[src/rtl/maskgpio_pkg.sv]
package maskgpio_pkg;

  // Register page word indices (byte offset 0x400 + 4*index)
  localparam logic [7:0] IDX_DIR    = 8'h00;
  localparam logic [7:0] IDX_SENSE  = 8'h01;
  localparam logic [7:0] IDX_BOTH   = 8'h02;
  localparam logic [7:0] IDX_EVENT  = 8'h03;
  localparam logic [7:0] IDX_EN     = 8'h04;
  localparam logic [7:0] IDX_RAW    = 8'h05;
  localparam logic [7:0] IDX_MASKED = 8'h06;
  localparam logic [7:0] IDX_CLR    = 8'h07;

  typedef enum logic [3:0] {
    RD_NONE, RD_DATA, RD_DIR, RD_SENSE, RD_BOTH,
    RD_EVENT, RD_EN, RD_RAW, RD_MASKED
  } readSel_e;

  typedef struct packed {
    logic     wrData;
    logic     wrDir;
    logic     wrSense;
    logic     wrBoth;
    logic     wrEvent;
    logic     wrEn;
    logic     wrClr;
    logic     rdStrobe;
    readSel_e rdSel;
  } busStrobe_t;

endpackage

[src/rtl/maskgpio_sync.sv]
module maskgpio_sync #(
  parameter int WIDTH  = 8,
  parameter int STAGES = 2
) (
  input  logic             clk,
  input  logic             rstN,
  input  logic [WIDTH-1:0] asyncIn,
  output logic [WIDTH-1:0] syncOut
);

  logic [STAGES-1:0][WIDTH-1:0] stage;

  always_ff @(posedge clk) begin
    if (!rstN) begin
      stage <= '0;
    end else begin
      stage[0] <= asyncIn;
      for (int s = 1; s < STAGES; s++) begin
        stage[s] <= stage[s-1];
      end
    end
  end

  assign syncOut = stage[STAGES-1];

endmodule

[src/rtl/maskgpio_ctrl.sv]
module maskgpio_ctrl
  import maskgpio_pkg::*;
#(
  parameter int NUM_LINES = 8,
  parameter int ADDR_W    = 12
) (
  input  logic                 busSel,
  input  logic                 busWrite,
  input  logic [ADDR_W-1:0]    busAddr,
  output busStrobe_t           strb,
  output logic [NUM_LINES-1:0] lineMask
);

  localparam int PAGE_W = ADDR_W - 10;

  logic [PAGE_W-1:0] pageSel;
  logic [7:0]        regIdx;
  logic              inData;
  logic              inRegs;

  assign pageSel  = busAddr[ADDR_W-1:10];
  assign regIdx   = busAddr[9:2];
  assign inData   = (pageSel == '0);
  assign inRegs   = (pageSel == PAGE_W'(1));
  assign lineMask = busAddr[NUM_LINES+1:2];

  always_comb begin
    strb       = '0;
    strb.rdSel = RD_NONE;
    if (busSel) begin
      strb.rdStrobe = !busWrite;
      if (inData) begin
        strb.wrData = busWrite;
        strb.rdSel  = RD_DATA;
      end else if (inRegs) begin
        case (regIdx)
          IDX_DIR:    begin strb.wrDir   = busWrite; strb.rdSel = RD_DIR;   end
          IDX_SENSE:  begin strb.wrSense = busWrite; strb.rdSel = RD_SENSE; end
          IDX_BOTH:   begin strb.wrBoth  = busWrite; strb.rdSel = RD_BOTH;  end
          IDX_EVENT:  begin strb.wrEvent = busWrite; strb.rdSel = RD_EVENT; end
          IDX_EN:     begin strb.wrEn    = busWrite; strb.rdSel = RD_EN;    end
          IDX_RAW:    strb.rdSel = RD_RAW;
          IDX_MASKED: strb.rdSel = RD_MASKED;
          IDX_CLR:    strb.wrClr = busWrite;
          default:    strb.rdSel = RD_NONE;
        endcase
      end
    end
  end

endmodule

[src/rtl/maskgpio_dp.sv]
module maskgpio_dp
  import maskgpio_pkg::*;
#(
  parameter int NUM_LINES   = 8,
  parameter int SYNC_STAGES = 2
) (
  input  logic                 clk,
  input  logic                 rstN,
  input  busStrobe_t           strb,
  input  logic [NUM_LINES-1:0] lineMask,
  input  logic [NUM_LINES-1:0] wdata,
  input  logic [NUM_LINES-1:0] pinIn,
  output logic [NUM_LINES-1:0] pinOut,
  output logic [NUM_LINES-1:0] pinOutEn,
  output logic [NUM_LINES-1:0] rdata,
  output logic                 irqOut
);

  logic [NUM_LINES-1:0] dirReg, dataReg, senseReg, bothReg, eventReg, enReg;
  logic [NUM_LINES-1:0] syncNow, syncPrev;
  logic [NUM_LINES-1:0] trigVec, edgeLatch, rawStatus, maskedStatus;
  logic [NUM_LINES-1:0] dataWen;
  logic [NUM_LINES-1:0] rdMux;

  maskgpio_sync #(.WIDTH(NUM_LINES), .STAGES(SYNC_STAGES)) u_sync (
    .clk     (clk),
    .rstN    (rstN),
    .asyncIn (pinIn),
    .syncOut (syncNow)
  );

  // Configuration registers
  always_ff @(posedge clk) begin
    if (!rstN) begin
      dirReg   <= '0;
      senseReg <= '0;
      bothReg  <= '0;
      eventReg <= '0;
      enReg    <= '0;
    end else begin
      if (strb.wrDir)   dirReg   <= wdata;
      if (strb.wrSense) senseReg <= wdata;
      if (strb.wrBoth)  bothReg  <= wdata;
      if (strb.wrEvent) eventReg <= wdata;
      if (strb.wrEn)    enReg    <= wdata;
    end
  end

  // Masked output data: only selected output lines take the write
  assign dataWen = strb.wrData ? (lineMask & dirReg) : '0;

  always_ff @(posedge clk) begin
    if (!rstN) dataReg <= '0;
    else       dataReg <= (dataReg & ~dataWen) | (wdata & dataWen);
  end

  assign pinOut   = dataReg;
  assign pinOutEn = dirReg;

  // Previous synchronised sample for edge detection
  always_ff @(posedge clk) begin
    if (!rstN) syncPrev <= '0;
    else       syncPrev <= syncNow;
  end

  // Per-line interrupt sensing
  for (genvar i = 0; i < NUM_LINES; i++) begin : g_line
    logic riseEv;
    logic fallEv;

    always_comb begin
      riseEv = syncNow[i] & ~syncPrev[i];
      fallEv = ~syncNow[i] & syncPrev[i];
      if (senseReg[i])     trigVec[i] = 1'b0;
      else if (bothReg[i]) trigVec[i] = riseEv | fallEv;
      else if (eventReg[i]) trigVec[i] = riseEv;
      else                 trigVec[i] = fallEv;
    end

    always_ff @(posedge clk) begin
      if (!rstN)                      edgeLatch[i] <= 1'b0;
      else if (senseReg[i])           edgeLatch[i] <= 1'b0;
      else if (trigVec[i])            edgeLatch[i] <= 1'b1;
      else if (strb.wrClr && wdata[i]) edgeLatch[i] <= 1'b0;
    end

    assign rawStatus[i] = senseReg[i] ? (syncNow[i] == eventReg[i]) : edgeLatch[i];
  end

  assign maskedStatus = rawStatus & enReg;

  always_ff @(posedge clk) begin
    if (!rstN) irqOut <= 1'b0;
    else       irqOut <= |maskedStatus;
  end

  // Read path
  always_comb begin
    case (strb.rdSel)
      RD_DATA:   rdMux = ((dirReg & dataReg) | (~dirReg & syncNow)) & lineMask;
      RD_DIR:    rdMux = dirReg;
      RD_SENSE:  rdMux = senseReg;
      RD_BOTH:   rdMux = bothReg;
      RD_EVENT:  rdMux = eventReg;
      RD_EN:     rdMux = enReg;
      RD_RAW:    rdMux = rawStatus;
      RD_MASKED: rdMux = maskedStatus;
      default:   rdMux = '0;
    endcase
  end

  always_ff @(posedge clk) begin
    if (!rstN)              rdata <= '0;
    else if (strb.rdStrobe) rdata <= rdMux;
  end

  // a data write touches only selected output lines
  p_input_hold_r3: assert property (@(posedge clk) disable iff (!rstN)
    strb.wrData |=> (((pinOut ^ $past(pinOut)) & ~$past(dirReg & lineMask)) == '0));

  // without a data write the driven values stay put
  p_no_write_stable_r3: assert property (@(posedge clk) disable iff (!rstN)
    !strb.wrData |=> $stable(pinOut));

  // unselected lines read as zero
  p_unmasked_zero_r4: assert property (@(posedge clk) disable iff (!rstN)
    (strb.rdStrobe && strb.rdSel == RD_DATA) |=> ((rdata & ~$past(lineMask)) == '0));

  // a detected edge always latches, even against a clear
  p_set_wins_r9: assert property (@(posedge clk) disable iff (!rstN)
    (|trigVec) |=> ((edgeLatch & $past(trigVec)) == $past(trigVec)));

  // written-one bits without a new edge are cleared
  p_clear_r9: assert property (@(posedge clk) disable iff (!rstN)
    strb.wrClr |=> ((edgeLatch & $past(wdata & ~trigVec)) == '0));

  // the interrupt needs at least one enabled line
  p_irq_enable_r10: assert property (@(posedge clk) disable iff (!rstN)
    irqOut |-> ($past(enReg) != '0));

endmodule

[src/rtl/maskgpio.sv]
module maskgpio
  import maskgpio_pkg::*;
#(
  parameter int NUM_LINES   = 8,
  parameter int ADDR_W      = 12,
  parameter int SYNC_STAGES = 2
) (
  input  logic                 clk,
  input  logic                 rstN,
  input  logic                 busSel,
  input  logic                 busWrite,
  input  logic [ADDR_W-1:0]    busAddr,
  input  logic [NUM_LINES-1:0] busWdata,
  output logic [NUM_LINES-1:0] busRdata,
  input  logic [NUM_LINES-1:0] pinIn,
  output logic [NUM_LINES-1:0] pinOut,
  output logic [NUM_LINES-1:0] pinOutEn,
  output logic                 irqOut
);

  busStrobe_t           strb;
  logic [NUM_LINES-1:0] lineMask;

  maskgpio_ctrl #(.NUM_LINES(NUM_LINES), .ADDR_W(ADDR_W)) u_ctrl (
    .busSel   (busSel),
    .busWrite (busWrite),
    .busAddr  (busAddr),
    .strb     (strb),
    .lineMask (lineMask)
  );

  maskgpio_dp #(.NUM_LINES(NUM_LINES), .SYNC_STAGES(SYNC_STAGES)) u_dp (
    .clk      (clk),
    .rstN     (rstN),
    .strb     (strb),
    .lineMask (lineMask),
    .wdata    (busWdata),
    .pinIn    (pinIn),
    .pinOut   (pinOut),
    .pinOutEn (pinOutEn),
    .rdata    (busRdata),
    .irqOut   (irqOut)
  );

endmodule

[config.mk]
export PLATFORM = sky130hd
export DESIGN_NAME = maskgpio
export DESIGN_NICKNAME = d
export VERILOG_FILES = /design/src/rtl/maskgpio_pkg.sv /design/src/rtl/maskgpio_sync.sv /design/src/rtl/maskgpio_ctrl.sv /design/src/rtl/maskgpio_dp.sv /design/src/rtl/maskgpio.sv
export SDC_FILE = /design/constraint.sdc
export NUM_CORES = 1
export LEC_CHECK = 0
export ABC_CLOCK_PERIOD_IN_PS = 3600
export BUFFER_PORTS_ARGS = -buffer_cell sky130_fd_sc_hd__buf_4
export CORE_MARGIN = 5
export CORE_UTILIZATION = 40
export DETAILED_ROUTE_END_ITERATION = 8
export HOLD_SLACK_MARGIN = 0.12
export PLACE_DENSITY = 0.57
export REMOVE_ABC_BUFFERS = 1
export SYNTH_ARGS = -nofsm -noshare
export SYNTH_HDL_FRONTEND = slang
export SYNTH_SLANG_ARGS = --single-unit
export TNS_END_PERCENT = 100
[constraint.sdc]
create_clock -name clk -period 3.6 [get_ports clk]
set_clock_uncertainty 0.15 [all_clocks]
set_input_delay 0.72 -clock clk [delete_from_list [all_inputs] [get_ports clk]]
set_output_delay 0.72 -clock clk [all_outputs]
set_load 0.02 [all_outputs]
==> impl_summary.md <==
Pwr
Of the total power, the share spent switching nets is 0.228. The share of total power dissipated in sequential elements is 0.477. The peak supply drop is approximately 0.00026 V.

The leakage power is approximately 2.5 nW. The internal power contribution is approximately 0.0016 W. Dividing total power by cell area gives a power density of 375 mW/mm^2. The share of total power dissipated in the clock network is 0.454. The switching power is 0.000482 W.

The share of total power dissipated in combinational logic is 0.068.

Yosys
The synthesized design contains roughly 90 register bits. The cell area after synthesis is 0.00472 sq mm. Of the synthesized area, sequential elements account for 0.377. The synthesized area divided by synthesized cell count is ~9.1 sq um.

Synthesis handed over a netlist of 522 instances. During synthesis, Yosys emitted a total of 0 warnings. The async set-or-reset flop fraction in the synthesized netlist is 0. Counting distinct cell types in the post-synthesis netlist gives 46. The count of flip-flops with a built-in enable after synthesis is 0. The most used flip-flop cell after synthesis is sky130_fd_sc_hd__dfxtp_1.

Timing
The peak clock frequency supported by timing is 351 MHz. Setup repair after global routing left no endpoint under its margin. The post-layout minimum cycle time is ~2.9 ns.

The final sum of negative setup slack is 0 ns. The number of max-slew violations in the final report is 0. The count of endpoints failing hold in the final timing report was 0.

The actual transition at the worst max-transition pin is about 0.61 ns. In this run the tightest slew margin relative to its limit is 0.591. The final worst-path cycle share is 0.792. Setup violations remaining at the end of the flow were counted as 0.

Global routing
The first-pass GRT wire length is ~21000 um. The number of antenna violations at the first check in global routing is 0. The via count of the first global-routing pass is between 3000 and 4000. Entering global routing, the biggest net connects 45 pins. The total routing resource utilization after global routing is 0.187. For this run the aggregate overflow at the end of global routing stands at 0.

Worst setup path
Counting stages on the worst path, the most repeated cell is sky130_fd_sc_hd__buf_4. STA puts the critical path data arrival time at 2.94 ns. The required time of the critical path is about 3.7 ns. The setup path with the least slack is of type input port to flop. The largest single stage delay on the critical path is about 0.67 ns.

Traced cell by cell, the critical path runs through buf_4 > or4_1 > nor2_1 > nand4b_1 > buf_4 > mux2i_1 > nor2b_1. The worst setup path is captured at a flop. The largest individual stage delay along the critical path comes from the cell sky130_fd_sc_hd__or4_1.

Along the worst path, the maximum fanout reaches 7. The kind of start point of the critical path is an input port.

Final layout
The final layout contains ~630 nets. Once layout is done, the placed cells without fillers occupy roughly 0.0056 sq mm. The area growth from synthesis to layout is 19.2%. The number of antenna diodes in the final layout is 0. Leaving out fill and tap cells, the most frequent cell in the layout is sky130_fd_sc_hd__dfxtp_1. The proportion of layout cells with a drive suffix above 1 is 0.156. The library cells used most frequently in the layout, excluding fill and tap cells, are sky130_fd_sc_hd__dfxtp_1, sky130_fd_sc_hd__buf_4, sky130_fd_sc_hd__nor2b_1, sky130_fd_sc_hd__mux2i_1, sky130_fd_sc_hd__nand2_1. Measured on the finished design, the core utilization comes to 0.489. The number of filler instances in the final layout is roughly 1100.

Routing
The violation count after the first detailed-route iteration is about 250. Using the TritonRoute via totals, the vias-per-cell ratio works out to 5.48. The number of detailed-routing iterations run before antenna repair is 4. Across all layers, the routed design uses ~4000 vias. Once detail routing completed, the nets flagged for antenna violations numbered 0. For this run, design rule violations remaining after detail routing come to 0.

Dividing the detail-routed wire length by the instance count gives 17.7 um. The aggregate routed wire length is between 10000 and 15000 um.

Place
Routability-driven placement finished with a final weighted congestion of roughly 0.85. The count of buffers added on input and output ports is 54. The post-detailed-placement cell area is ~0.0053 sq mm. The detailed placer's ending HPWL is ~9000 um.

Clock tree
In this run, post-CTS repair resized a total of 0 instances. The master cell of the clock root buffer is sky130_fd_sc_hd__clkbuf_16. CTS saw approximately 90 sinks. TritonCTS built the clock tree. The maximum number of buffers from clock root to sink is 2. The number of buffers inserted by post-CTS setup repair is 0. The deepest level of the CTS H-tree is 3. The cts-stage hold buffer count is 0. The CTS buffer count is 9.

Clock latency on the worst-skew pair, taken at its later pin, is around 0.35 ns. Clock-pin slew was measured on the worst setup and hold paths at ~0.06 ns.

Flow run
The tool flagged a number of max-cap violations equal to 0.

Die
The I/O pin total is 57. Measured along the y axis, the die boundary spans about 120 um. The chip width is ~120 um. The floorplan has 39 rows. The initial standard-cell utilization of the core is 0.410. The die footprint is roughly 0.014 sq mm.

The region available for standard cell placement spans 0.0115 sq mm.

Outcome
The run finished with clean final reports.

Worst hold path
The classification of the worst-slack hold path is flop to flop.
Yosys cell counts, types with 3 or more instances:
library cell                n  area share
sky130_fd_sc_hd__and2_1    30       0.040
sky130_fd_sc_hd__nand4_1    4      0.0053
sky130_fd_sc_hd__nor2_1     3      0.0024
sky130_fd_sc_hd__nor4_1     3      0.0040
sky130_fd_sc_hd__ha_1      16       0.042
sky130_fd_sc_hd__nor2b_1   68       0.090
sky130_fd_sc_hd__a32oi_1    7       0.013
sky130_fd_sc_hd__inv_1     25       0.020
sky130_fd_sc_hd__nand2b_1   3      0.0040
sky130_fd_sc_hd__a21boi_0   9       0.014
sky130_fd_sc_hd__o22ai_1    4      0.0053
sky130_fd_sc_hd__mux2_2     3      0.0071
sky130_fd_sc_hd__clkbuf_1  21       0.017
sky130_fd_sc_hd__and3_1     8       0.011
sky130_fd_sc_hd__mux2i_1   58        0.12
sky130_fd_sc_hd__xor2_1     5      0.0093
sky130_fd_sc_hd__a21oi_1   13       0.014
sky130_fd_sc_hd__dfxtp_1   89        0.38
sky130_fd_sc_hd__nor3_1     7      0.0074
sky130_fd_sc_hd__o211a_1    8       0.017
sky130_fd_sc_hd__a32o_1     7       0.015
sky130_fd_sc_hd__and3b_1    4      0.0074
sky130_fd_sc_hd__o211ai_1   3      0.0048
sky130_fd_sc_hd__nand2_1   32       0.025
sky130_fd_sc_hd__xnor2_1    3      0.0056
sky130_fd_sc_hd__nand3_1   21       0.022
sky130_fd_sc_hd__o31ai_1    4      0.0064
sky130_fd_sc_hd__o21ai_0   28       0.030
sky130_fd_sc_hd__a211oi_1  12       0.019
final cells by class:
cell class              count  area [sq um]  share of cell area
well taps                 143           179              0.0318
flip-flops and latches     89          1780               0.316
inverters                  25          93.8              0.0167
repair buffers             72           541              0.0960
clock inverters             3          40.0             0.00711
multi-input cells         382          2740               0.487
clock buffers              12           256              0.0455
path summary, 6_finish.rpt:
path,to,startpoint,cells after the start,slack (ns)
max,u_dp.pinOutEn[6],busAddr[6],7,0.75
min,u_dp.u_sync.syncOut[0],u_dp.u_sync.stage[0],1,0.28
max reg2reg,u_dp.rdata[6],u_dp.pinOutEn[6],5,1.78
min reg2reg,u_dp.u_sync.syncOut[0],u_dp.u_sync.stage[0],1,0.28
stage by stage:
step | std cells | worst slack, ns | hold slack (ns) | total power (W)
6_report | 726 | 0.749 | 0.280 | 0.00211
5_1_grt | 726 | 0.599 | 0.289 | 0.00220
4_1_cts | 726 | 0.781 | 0.283 | 0.00214
3_5_place_dp | 711 | 0.417 | 0.269 | 0.00118
3_3_place_gp | 711 | 0.454 | 0.265 | 0.00117
2_1_floorplan | 496 | 0.630 | 0.262 | 0.00109
per-layer routing:
metal,routed length (um),global-route usage,vias to the layer above,share of wire
li1,-,-,1969,-
met1,6000,0.253,1891,0.47
met2,5850,0.288,94,0.46
met3,648,0.0320,24,0.050
met4,345,0.0891,0,0.027
met5,0,0,-,0
cell families (layout without fill, tap and decap cells):
logic type               count (synthesis)  count (layout)  share of synthesized area
AO/OA/AOI/OAI                          103             103                      0.154
XOR/XNOR                                 8               8                     0.0148
adder cells (fa/ha/maj)                 16              16                     0.0424
buffers and inverters                   51             112                     0.0426
flip-flops                              89              89                      0.377
multiplexers                            61              61                      0.130
AND/OR/NAND/NOR                        194             194                      0.239
flip-flops by register name, summed over array words and instances (netlist names), named ones only:
| register | count |
|---|---|
| u_dp.senseReg | 8 |
| u_dp.enReg | 8 |
| u_dp.u_sync.syncOut | 8 |
| u_dp.irqOut | 1 |
| u_dp.eventReg | 8 |
| u_dp.syncPrev | 8 |
| u_dp.bothReg | 8 |
| u_dp.pinOutEn | 8 |
| u_dp.u_sync.stage | 8 |
| u_dp.rdata | 8 |
| u_dp.edgeLatch | 8 |
critical path: cells and delay by family:
kind | cells | cell delay [ns]
buffers and inverters | 2 | 0.43
AND/OR/NAND/NOR | 4 | 1.63
multiplexers | 1 | 0.16
power by group through the flow:
stage               sequential [W]  combinational, W  clock [W]
global placement           0.00103          0.000143          0
finish                     0.00101          0.000145   0.000959
detailed placement         0.00103          0.000145          0
CTS                        0.00101          0.000146   0.000988
global route               0.00101          0.000160    0.00103
floorplan                  0.00103         0.0000612          0
(Power assumes the default switching activity.)
